==> src/rtl/ar_pkg.sv <==
// Shared encodings for the access rights checker.
// Assumes permission vectors are indexed by the PERM_* constants.
package ar_pkg;
    typedef enum logic [1:0] {
        ACC_LOAD  = 2'd0,
        ACC_STORE = 2'd1,
        ACC_FETCH = 2'd2,
        ACC_ALT   = 2'd3
    } acc_kind_e;

    typedef enum logic [2:0] {
        FLT_NONE    = 3'd0,
        FLT_IPROT   = 3'd1,
        FLT_DRIGHTS = 3'd2,
        FLT_PID     = 3'd3,
        FLT_DIRTY   = 3'd4,
        FLT_BREAK   = 3'd5,
        FLT_PAGEREF = 3'd6
    } fault_e;

    localparam int PERM_R = 0;
    localparam int PERM_W = 1;
    localparam int PERM_X = 2;
    localparam int PERM_N = 3;
endpackage

==> src/rtl/ar_perm_decode.sv <==
// Base permission decode: applies the privilege windows to the page type.
// Assumes privilege 0 is most privileged; types 4..7 are execute-only.
module ar_perm_decode
    import ar_pkg::*;
#(
    parameter int PRIV_W = 2,
    parameter int TYPE_W = 3
) (
    input  logic [PRIV_W-1:0] priv,
    input  logic [PRIV_W-1:0] bound_hi,
    input  logic [PRIV_W-1:0] bound_lo,
    input  logic [TYPE_W-1:0] ptype,
    output logic [PERM_N-1:0] base_perm
);
    logic rd_ok;
    logic wr_ok;
    logic ex_ok;

    // Privilege windows for each right.
    always_comb begin
        rd_ok = (priv <= bound_hi);
        wr_ok = (priv <= bound_lo);
        ex_ok = (bound_lo <= priv) && (priv <= bound_hi);
    end

    // Page type selects which windows contribute.
    always_comb begin
        base_perm = '0;
        if (ptype[TYPE_W-1]) begin
            base_perm[PERM_X] = ex_ok;
        end else begin
            unique case (ptype[1:0])
                2'd0: base_perm[PERM_R] = rd_ok;
                2'd1: begin
                    base_perm[PERM_R] = rd_ok;
                    base_perm[PERM_W] = wr_ok;
                end
                2'd2: begin
                    base_perm[PERM_R] = rd_ok;
                    base_perm[PERM_X] = ex_ok;
                end
                default: begin
                    base_perm[PERM_R] = rd_ok;
                    base_perm[PERM_W] = wr_ok;
                    base_perm[PERM_X] = ex_ok;
                end
            endcase
        end
    end
endmodule

==> src/rtl/ar_pid_match.sv <==
// Protection-id comparator: flags an entry whose id matches a register
// with its write-disable bit (bit 0) set. Assumes PID_W > AID_W + 1.
module ar_pid_match #(
    parameter int AID_W   = 18,
    parameter int PID_W   = 32,
    parameter int NUM_PID = 4
) (
    input  logic                     chk_en,
    input  logic [AID_W-1:0]         aid,
    input  logic [NUM_PID*PID_W-1:0] pid_regs,
    output logic                     pid_hit
);
    localparam int PAD_W = PID_W - AID_W - 1;

    logic [PID_W-1:0]   key;
    logic [NUM_PID-1:0] slot_hit;

    // Reference pattern: id in bits [PID_W-1:1], bit 0 set.
    always_comb key = {{PAD_W{1'b0}}, aid, 1'b1};

    // One comparator per protection-id register.
    for (genvar k = 0; k < NUM_PID; k++) begin : g_slot
        always_comb slot_hit[k] = (pid_regs[k*PID_W +: PID_W] == key);
    end

    // Public pages and disabled checking never hit.
    always_comb pid_hit = chk_en && (aid != '0) && (|slot_hit);
endmodule

==> src/rtl/ar_fault_sel.sv <==
// Fault prioritizer: applies the protection-id result, the rights check
// and the status bits in that order. Later status bits override earlier.
// Assumes base_perm already reflects the privilege windows.
module ar_fault_sel
    import ar_pkg::*;
(
    input  logic [1:0]        kind,
    input  logic [PERM_N-1:0] base_perm,
    input  logic              pid_hit,
    input  logic              dirty,
    input  logic              brk,
    input  logic              trap,
    output logic [PERM_N-1:0] perm,
    output fault_e            code
);
    logic              is_wr;
    logic              is_ex;
    logic [PERM_N-1:0] need;

    // Classify the access and the right it needs.
    always_comb begin
        is_wr = (acc_kind_e'(kind) == ACC_STORE);
        is_ex = (acc_kind_e'(kind) == ACC_FETCH);
        need  = '0;
        if (is_wr)      need[PERM_W] = 1'b1;
        else if (is_ex) need[PERM_X] = 1'b1;
        else            need[PERM_R] = 1'b1;
    end

    // Priority chain producing the final set and a single code.
    always_comb begin
        perm = base_perm;
        code = FLT_NONE;
        if (pid_hit) begin
            perm[PERM_W] = 1'b0;
            if (is_wr) code = FLT_PID;
        end
        if (code == FLT_NONE) begin
            if ((perm & need) == '0) begin
                code = is_ex ? FLT_IPROT : FLT_DRIGHTS;
            end else begin
                if (!dirty) begin
                    perm[PERM_W] = 1'b0;
                    if (is_wr) code = FLT_DIRTY;
                end
                if (brk) begin
                    perm[PERM_W] = 1'b0;
                    if (is_wr) code = FLT_BREAK;
                end
                if (trap) begin
                    perm[PERM_R] = 1'b0;
                    perm[PERM_W] = 1'b0;
                    if (!is_ex) code = FLT_PAGEREF;
                end
            end
        end
    end
endmodule

==> src/rtl/ar_rights_check.sv <==
// Top of the access rights checker: decodes rights, checks protection
// ids, prioritizes faults and registers the result for one cycle.
// Assumes the entry fields belong to an entry that already matched.
module ar_rights_check
    import ar_pkg::*;
#(
    parameter int PA_W    = 32,
    parameter int AID_W   = 18,
    parameter int PID_W   = 32,
    parameter int NUM_PID = 4
) (
    input  logic                     clk,
    input  logic                     rst_n,
    input  logic                     req_valid,
    input  logic [1:0]               req_kind,
    input  logic [1:0]               req_priv,
    input  logic [PA_W-1:0]          req_paddr,
    input  logic [1:0]               ent_pl1,
    input  logic [1:0]               ent_pl2,
    input  logic [2:0]               ent_type,
    input  logic [AID_W-1:0]         ent_aid,
    input  logic                     ent_dirty,
    input  logic                     ent_brk,
    input  logic                     ent_trap,
    input  logic                     chk_en,
    input  logic [NUM_PID*PID_W-1:0] pid_regs,
    output logic                     rsp_valid,
    output logic [PA_W-1:0]          rsp_paddr,
    output logic [2:0]               rsp_perm,
    output logic                     rsp_fault,
    output logic [2:0]               rsp_code
);
    logic [PERM_N-1:0] base_perm;
    logic [PERM_N-1:0] fin_perm;
    logic              pid_hit;
    fault_e            fin_code;

    ar_perm_decode #(.PRIV_W(2), .TYPE_W(3)) u_decode (
        .priv      (req_priv),
        .bound_hi  (ent_pl1),
        .bound_lo  (ent_pl2),
        .ptype     (ent_type),
        .base_perm (base_perm)
    );

    ar_pid_match #(.AID_W(AID_W), .PID_W(PID_W), .NUM_PID(NUM_PID)) u_pid (
        .chk_en   (chk_en),
        .aid      (ent_aid),
        .pid_regs (pid_regs),
        .pid_hit  (pid_hit)
    );

    ar_fault_sel u_sel (
        .kind      (req_kind),
        .base_perm (base_perm),
        .pid_hit   (pid_hit),
        .dirty     (ent_dirty),
        .brk       (ent_brk),
        .trap      (ent_trap),
        .perm      (fin_perm),
        .code      (fin_code)
    );

    // Output stage: one register, valid strobe follows the request.
    always_ff @(posedge clk) begin
        if (!rst_n) begin
            rsp_valid <= 1'b0;
            rsp_paddr <= '0;
            rsp_perm  <= '0;
            rsp_fault <= 1'b0;
            rsp_code  <= FLT_NONE;
        end else begin
            rsp_valid <= req_valid;
            if (req_valid) begin
                rsp_paddr <= req_paddr;
                rsp_perm  <= fin_perm;
                rsp_fault <= (fin_code != FLT_NONE);
                rsp_code  <= fin_code;
            end
        end
    end

    assert_valid_follows_R1: assert property (@(posedge clk) disable iff (!rst_n)
        req_valid |=> (rsp_valid && rsp_paddr == $past(req_paddr)));

    assert_idle_R1: assert property (@(posedge clk) disable iff (!rst_n)
        !req_valid |=> !rsp_valid);

    assert_flag_matches_code_R12: assert property (@(posedge clk) disable iff (!rst_n)
        rsp_valid |-> (rsp_fault == (rsp_code != 3'd0)));

    assert_insn_fault_only_fetch_R7: assert property (@(posedge clk) disable iff (!rst_n)
        (rsp_valid && rsp_code == 3'd1) |-> ($past(req_kind) == 2'd2));

    assert_write_stripped_R8: assert property (@(posedge clk) disable iff (!rst_n)
        (rsp_valid && (rsp_code == 3'd3 || rsp_code == 3'd4 || rsp_code == 3'd5))
        |-> !rsp_perm[1]);

    assert_pageref_strips_R10: assert property (@(posedge clk) disable iff (!rst_n)
        (rsp_valid && rsp_code == 3'd6) |-> (rsp_perm[1:0] == 2'b00));
endmodule

==> config.mk <==
export PLATFORM = sky130hd
export DESIGN_NAME = ar_rights_check
export DESIGN_NICKNAME = d
export VERILOG_FILES = /design/src/rtl/ar_pkg.sv /design/src/rtl/ar_perm_decode.sv /design/src/rtl/ar_pid_match.sv /design/src/rtl/ar_fault_sel.sv /design/src/rtl/ar_rights_check.sv
export SDC_FILE = /design/constraint.sdc
export NUM_CORES = 1
export LEC_CHECK = 0
export BUFFER_PORTS_ARGS = -buffer_cell sky130_fd_sc_hd__buf_2
export CAP_MARGIN = 20
export CORE_MARGIN = 10
export CORE_UTILIZATION = 36
export CTS_BUF_LIST = sky130_fd_sc_hd__clkbuf_16
export DETAILED_ROUTE_END_ITERATION = 8
export GPL_TIMING_DRIVEN = 0
export PLACE_DENSITY = 0.78
export SLEW_MARGIN = 20
export SYNTH_ARGS = -nofsm -noshare
export SYNTH_HDL_FRONTEND = slang
export SYNTH_HIERARCHICAL = 1
export SYNTH_SLANG_ARGS = --single-unit
==> constraint.sdc <==
create_clock -name clk -period 2.6 [get_ports clk]
set_input_delay 0.65 -clock clk [delete_from_list [all_inputs] [get_ports clk]]
set_output_delay 0.65 -clock clk [all_outputs]
set_load 0.05 [all_outputs]
==> impl_metrics.env <==
export IMPL_yosys_area_share_simple_pct=22.8
export IMPL_port_buffers=215
export IMPL_path_clk_slew_ns=0.05
export IMPL_ioPinCount=236
export IMPL_period_needed_ns=2.64
export IMPL_drc=0
export IMPL_final_setup_skew_ns=0
export IMPL_synth_top_cell_by_area="dfxtp_1"
export IMPL_areaGrowthSynthToFinish_pct=50.0
export IMPL_core_area_um2=7810
export IMPL_power_density_nw_per_um2=434
export IMPL_die_area_um2=12100
export IMPL_syn_nets=519
export IMPL_slew_limit_headroom_pct=71.3
export IMPL_tightest_slew_ns=0.430
export IMPL_violations="negative setup slack"
export IMPL_place_inst=632
export IMPL_ys_ff_latch=40
export IMPL_power_leakage_nw=2.09
export IMPL_antenna_found_initial=1
export IMPL_nets=742
export IMPL_ys_warn_count=6
export IMPL_cp_arrival_ns=2.80
export IMPL_synth_cell_type_count=39
export IMPL_insertion_delay_ns=0.27
export IMPL_num_rows=32
export IMPL_gr_usage_all_layers_pct=18.2
export IMPL_yosysSeqAreaShare_pct=27.5
export IMPL_syn_area_um2=2910
export IMPL_synthMuxAreaShare_pct=13.1
export IMPL_critPathMaxFanout=4
export IMPL_viasPerCell=4.87
export IMPL_place_hpwl_mm=10.5
export IMPL_synth_top_flop_cell="dfxtp_1"
export IMPL_ys_top_cells_by_area="dfxtp_1 (27%), xnor2_1 (20%), mux2i_1 (13%), nor2b_1 (8.6%), nand4_1 (4.3%)"
export IMPL_rsz0062_at_grt="yes"
export IMPL_path_buf_inv=1
export IMPL_worst_path_max_delay_cell="or4_4"
export IMPL_die_h_um=110
export IMPL_end_kind="register"
export IMPL_synth_edff_count=0
export IMPL_initial_utilization_pct=37.3
export IMPL_required_ns=2.76
export IMPL_cts_buffer_depth=2
export IMPL_yosysTopAreaCellShare_pct=27.5
export IMPL_grt_pass1_wl_mm=17.5
export IMPL_finalHoldViolCount=0
export IMPL_numClockSinks=40
export IMPL_final_cells=641
export IMPL_syn_avg_cell_area_um2=9.25
export IMPL_overflow=0
export IMPL_hold_path_class="register to register"
export IMPL_setup_viol=1
export IMPL_fin_crit_sh_pct=101
export IMPL_fin_ws_ns=-0.0366
export IMPL_firstDrtPassIters=4
export IMPL_wire_per_inst_um=18.6
export IMPL_critPathMaxStageDelay_ns=0.53
export IMPL_critPathLaunchType="input pin"
export IMPL_maxCapViolCount=0
export IMPL_grt_max_degree=12
export IMPL_path_delay_family="simple AND/OR/NAND/NOR gates"
export IMPL_drtIter0Drc=124
export IMPL_status="complete, but fails checks"
export IMPL_synth_fa_ha_area_share_pct=3.43
export IMPL_vdd_drop_max_mv=0.272
export IMPL_async_reset_ff_share_pct=0
export IMPL_synth_most_common_cell="xnor2_1"
export IMPL_path_cells="buf_6 > or4_4 > nor4_4 > nand4_1 > a31oi_4 > nand3b_1 > a21oi_2 > a2bb2oi_4 > nor3_2 > a21oi_1"
export IMPL_wirelength_mm=11.9
export IMPL_synth_compound_area_share_pct=4.72
export IMPL_drv_slew=0
export IMPL_h_tree_depth=2
export IMPL_die_w_um=110
export IMPL_worst_setup_path_type="input pin to register"
export IMPL_vias=3121
export IMPL_synth_top_family_by_area="simple AND/OR/NAND/NOR gates"
export IMPL_fmax_mhz=379
export IMPL_cts_buffers=5
export IMPL_antenna_left=0
export IMPL_cts_root_buffer="clkbuf_16"
export IMPL_grt_pass1_vias=3393
export IMPL_gp_congestion=0.978
export IMPL_ys_top_cells_by_count="xnor2_1 (68), dfxtp_1 (40), nor2b_1 (40)"
export IMPL_drive_gt1_share_pct=48.9
export IMPL_synthCells=315
export IMPL_cts_tree="yes"
export IMPL_fin_util_pct=56.0
export IMPL_synth_xor_area_share_pct=21.6
[cells in the final DEF (no fill, tap or decap), types with 4 or more instances in the layout]
| cell | instances |
|---|---|
| ha_1 | 8 |
| clkbuf_16 | 5 |
| buf_6 | 4 |
| inv_1 | 8 |
| nor4_1 | 11 |
| nor2_1 | 5 |
| nor4b_1 | 4 |
| clkbuf_1 | 5 |
| buf_2 | 221 |
| xor2_1 | 4 |
| nand4_1 | 20 |
| nor2b_1 | 40 |
| xnor2_1 | 67 |
| mux2i_1 | 38 |
| dfxtp_1 | 40 |
| clkbuf_2 | 9 |
[final cells by class]
cell class | count | area [um2]
fill | 754 | 3440
multi-input combinational | 240 | 2000
timing repair buffer | 216 | 1090
sequential | 40 | 801
buffer | 28 | 185
tap | 102 | 128
clock buffer | 5 | 125
inverter | 7 | 26.3
clock inverter | 2 | 8.76
antenna | 1 | 2.50
[metal layers]
metal | global-route usage [%] | routed length (um)
met1 | 20.0 | 4390
met2 | 34.4 | 6570
met3 | 4.53 | 811
met4 | 3.90 | 155
met5 | 0 | 0
[state kept, by name (all words and copies together) (netlist names)]
signal	cells
rsp_perm	3
rsp_code	3
rsp_paddr	32
rsp_fault	1
rsp_valid	1
[path summary, 6_finish.rpt]
| path | end | slack [ns] | cells after the start | startpoint |
|---|---|---|---|---|
| setup reg to reg | rsp_paddr[11] | 1.96 | 2 | rsp_paddr[11] |
| hold / removal | rsp_paddr[23] | 0.51 | 2 | rsp_paddr[23] |
| setup / recovery | rsp_fault | -0.04 | 10 | pid_regs[121] |
| hold reg to reg | rsp_paddr[23] | 0.51 | 2 | rsp_paddr[23] |
[where the power goes]
part	leakage, nW	internal [W]	switching [W]
registers	0.330	0.000651	0.0000174
logic	1.69	0.000302	0.000363
clock network	0.0709	0.000344	0.000217
total	2.09	0.00130	0.000598
[worst register-to-register path, cell delays in order, from the launching register on]
cell     delay (ns)
dfxtp_1        0.32
mux2i_1        0.15
nor2b_1        0.06
[what timing repair did]
item | CTS | global route
resized for setup | 14 | 16
buffers inserted | 0 | 1
pin swaps | 5 | 7
endpoints found under the setup margin | 5 | 5
hold buffers | 0 | 0
[per-stage QoR]
| stage | setup WS (ns) | hold WS [ns] | total power (W) | setup TNS [ns] | instance area, um2 |
|---|---|---|---|---|---|
| floorplan | 0.119 | 0.743 | 0.00109 | 0 | 2910 |
| global placement | -0.589 | 0.490 | 0.00130 | -2.51 | 4120 |
| detailed placement | -0.584 | 0.499 | 0.00132 | -2.60 | 4120 |
| CTS | 0.00627 | 0.511 | 0.00190 | 0 | 4310 |
| global route | -0.123 | 0.535 | 0.00199 | -0.205 | 4370 |
| finish | -0.0366 | 0.507 | 0.00189 | -0.0366 | 4370 |
[kinds of logic (layout without fill, tap and decap cells)]
group / after synthesis / after routing
AND/OR/NAND/NOR: 104 / 104
XOR/XNOR: 72 / 72
flip-flops: 40 / 40
multiplexers: 38 / 38
buffers and inverters: 35 / 258
AO/OA/AOI/OAI: 18 / 18
adder cells (fa/ha/maj): 8 / 8
other: 0 / 1
No activity file was read; power rests on OpenSTA's default activity.
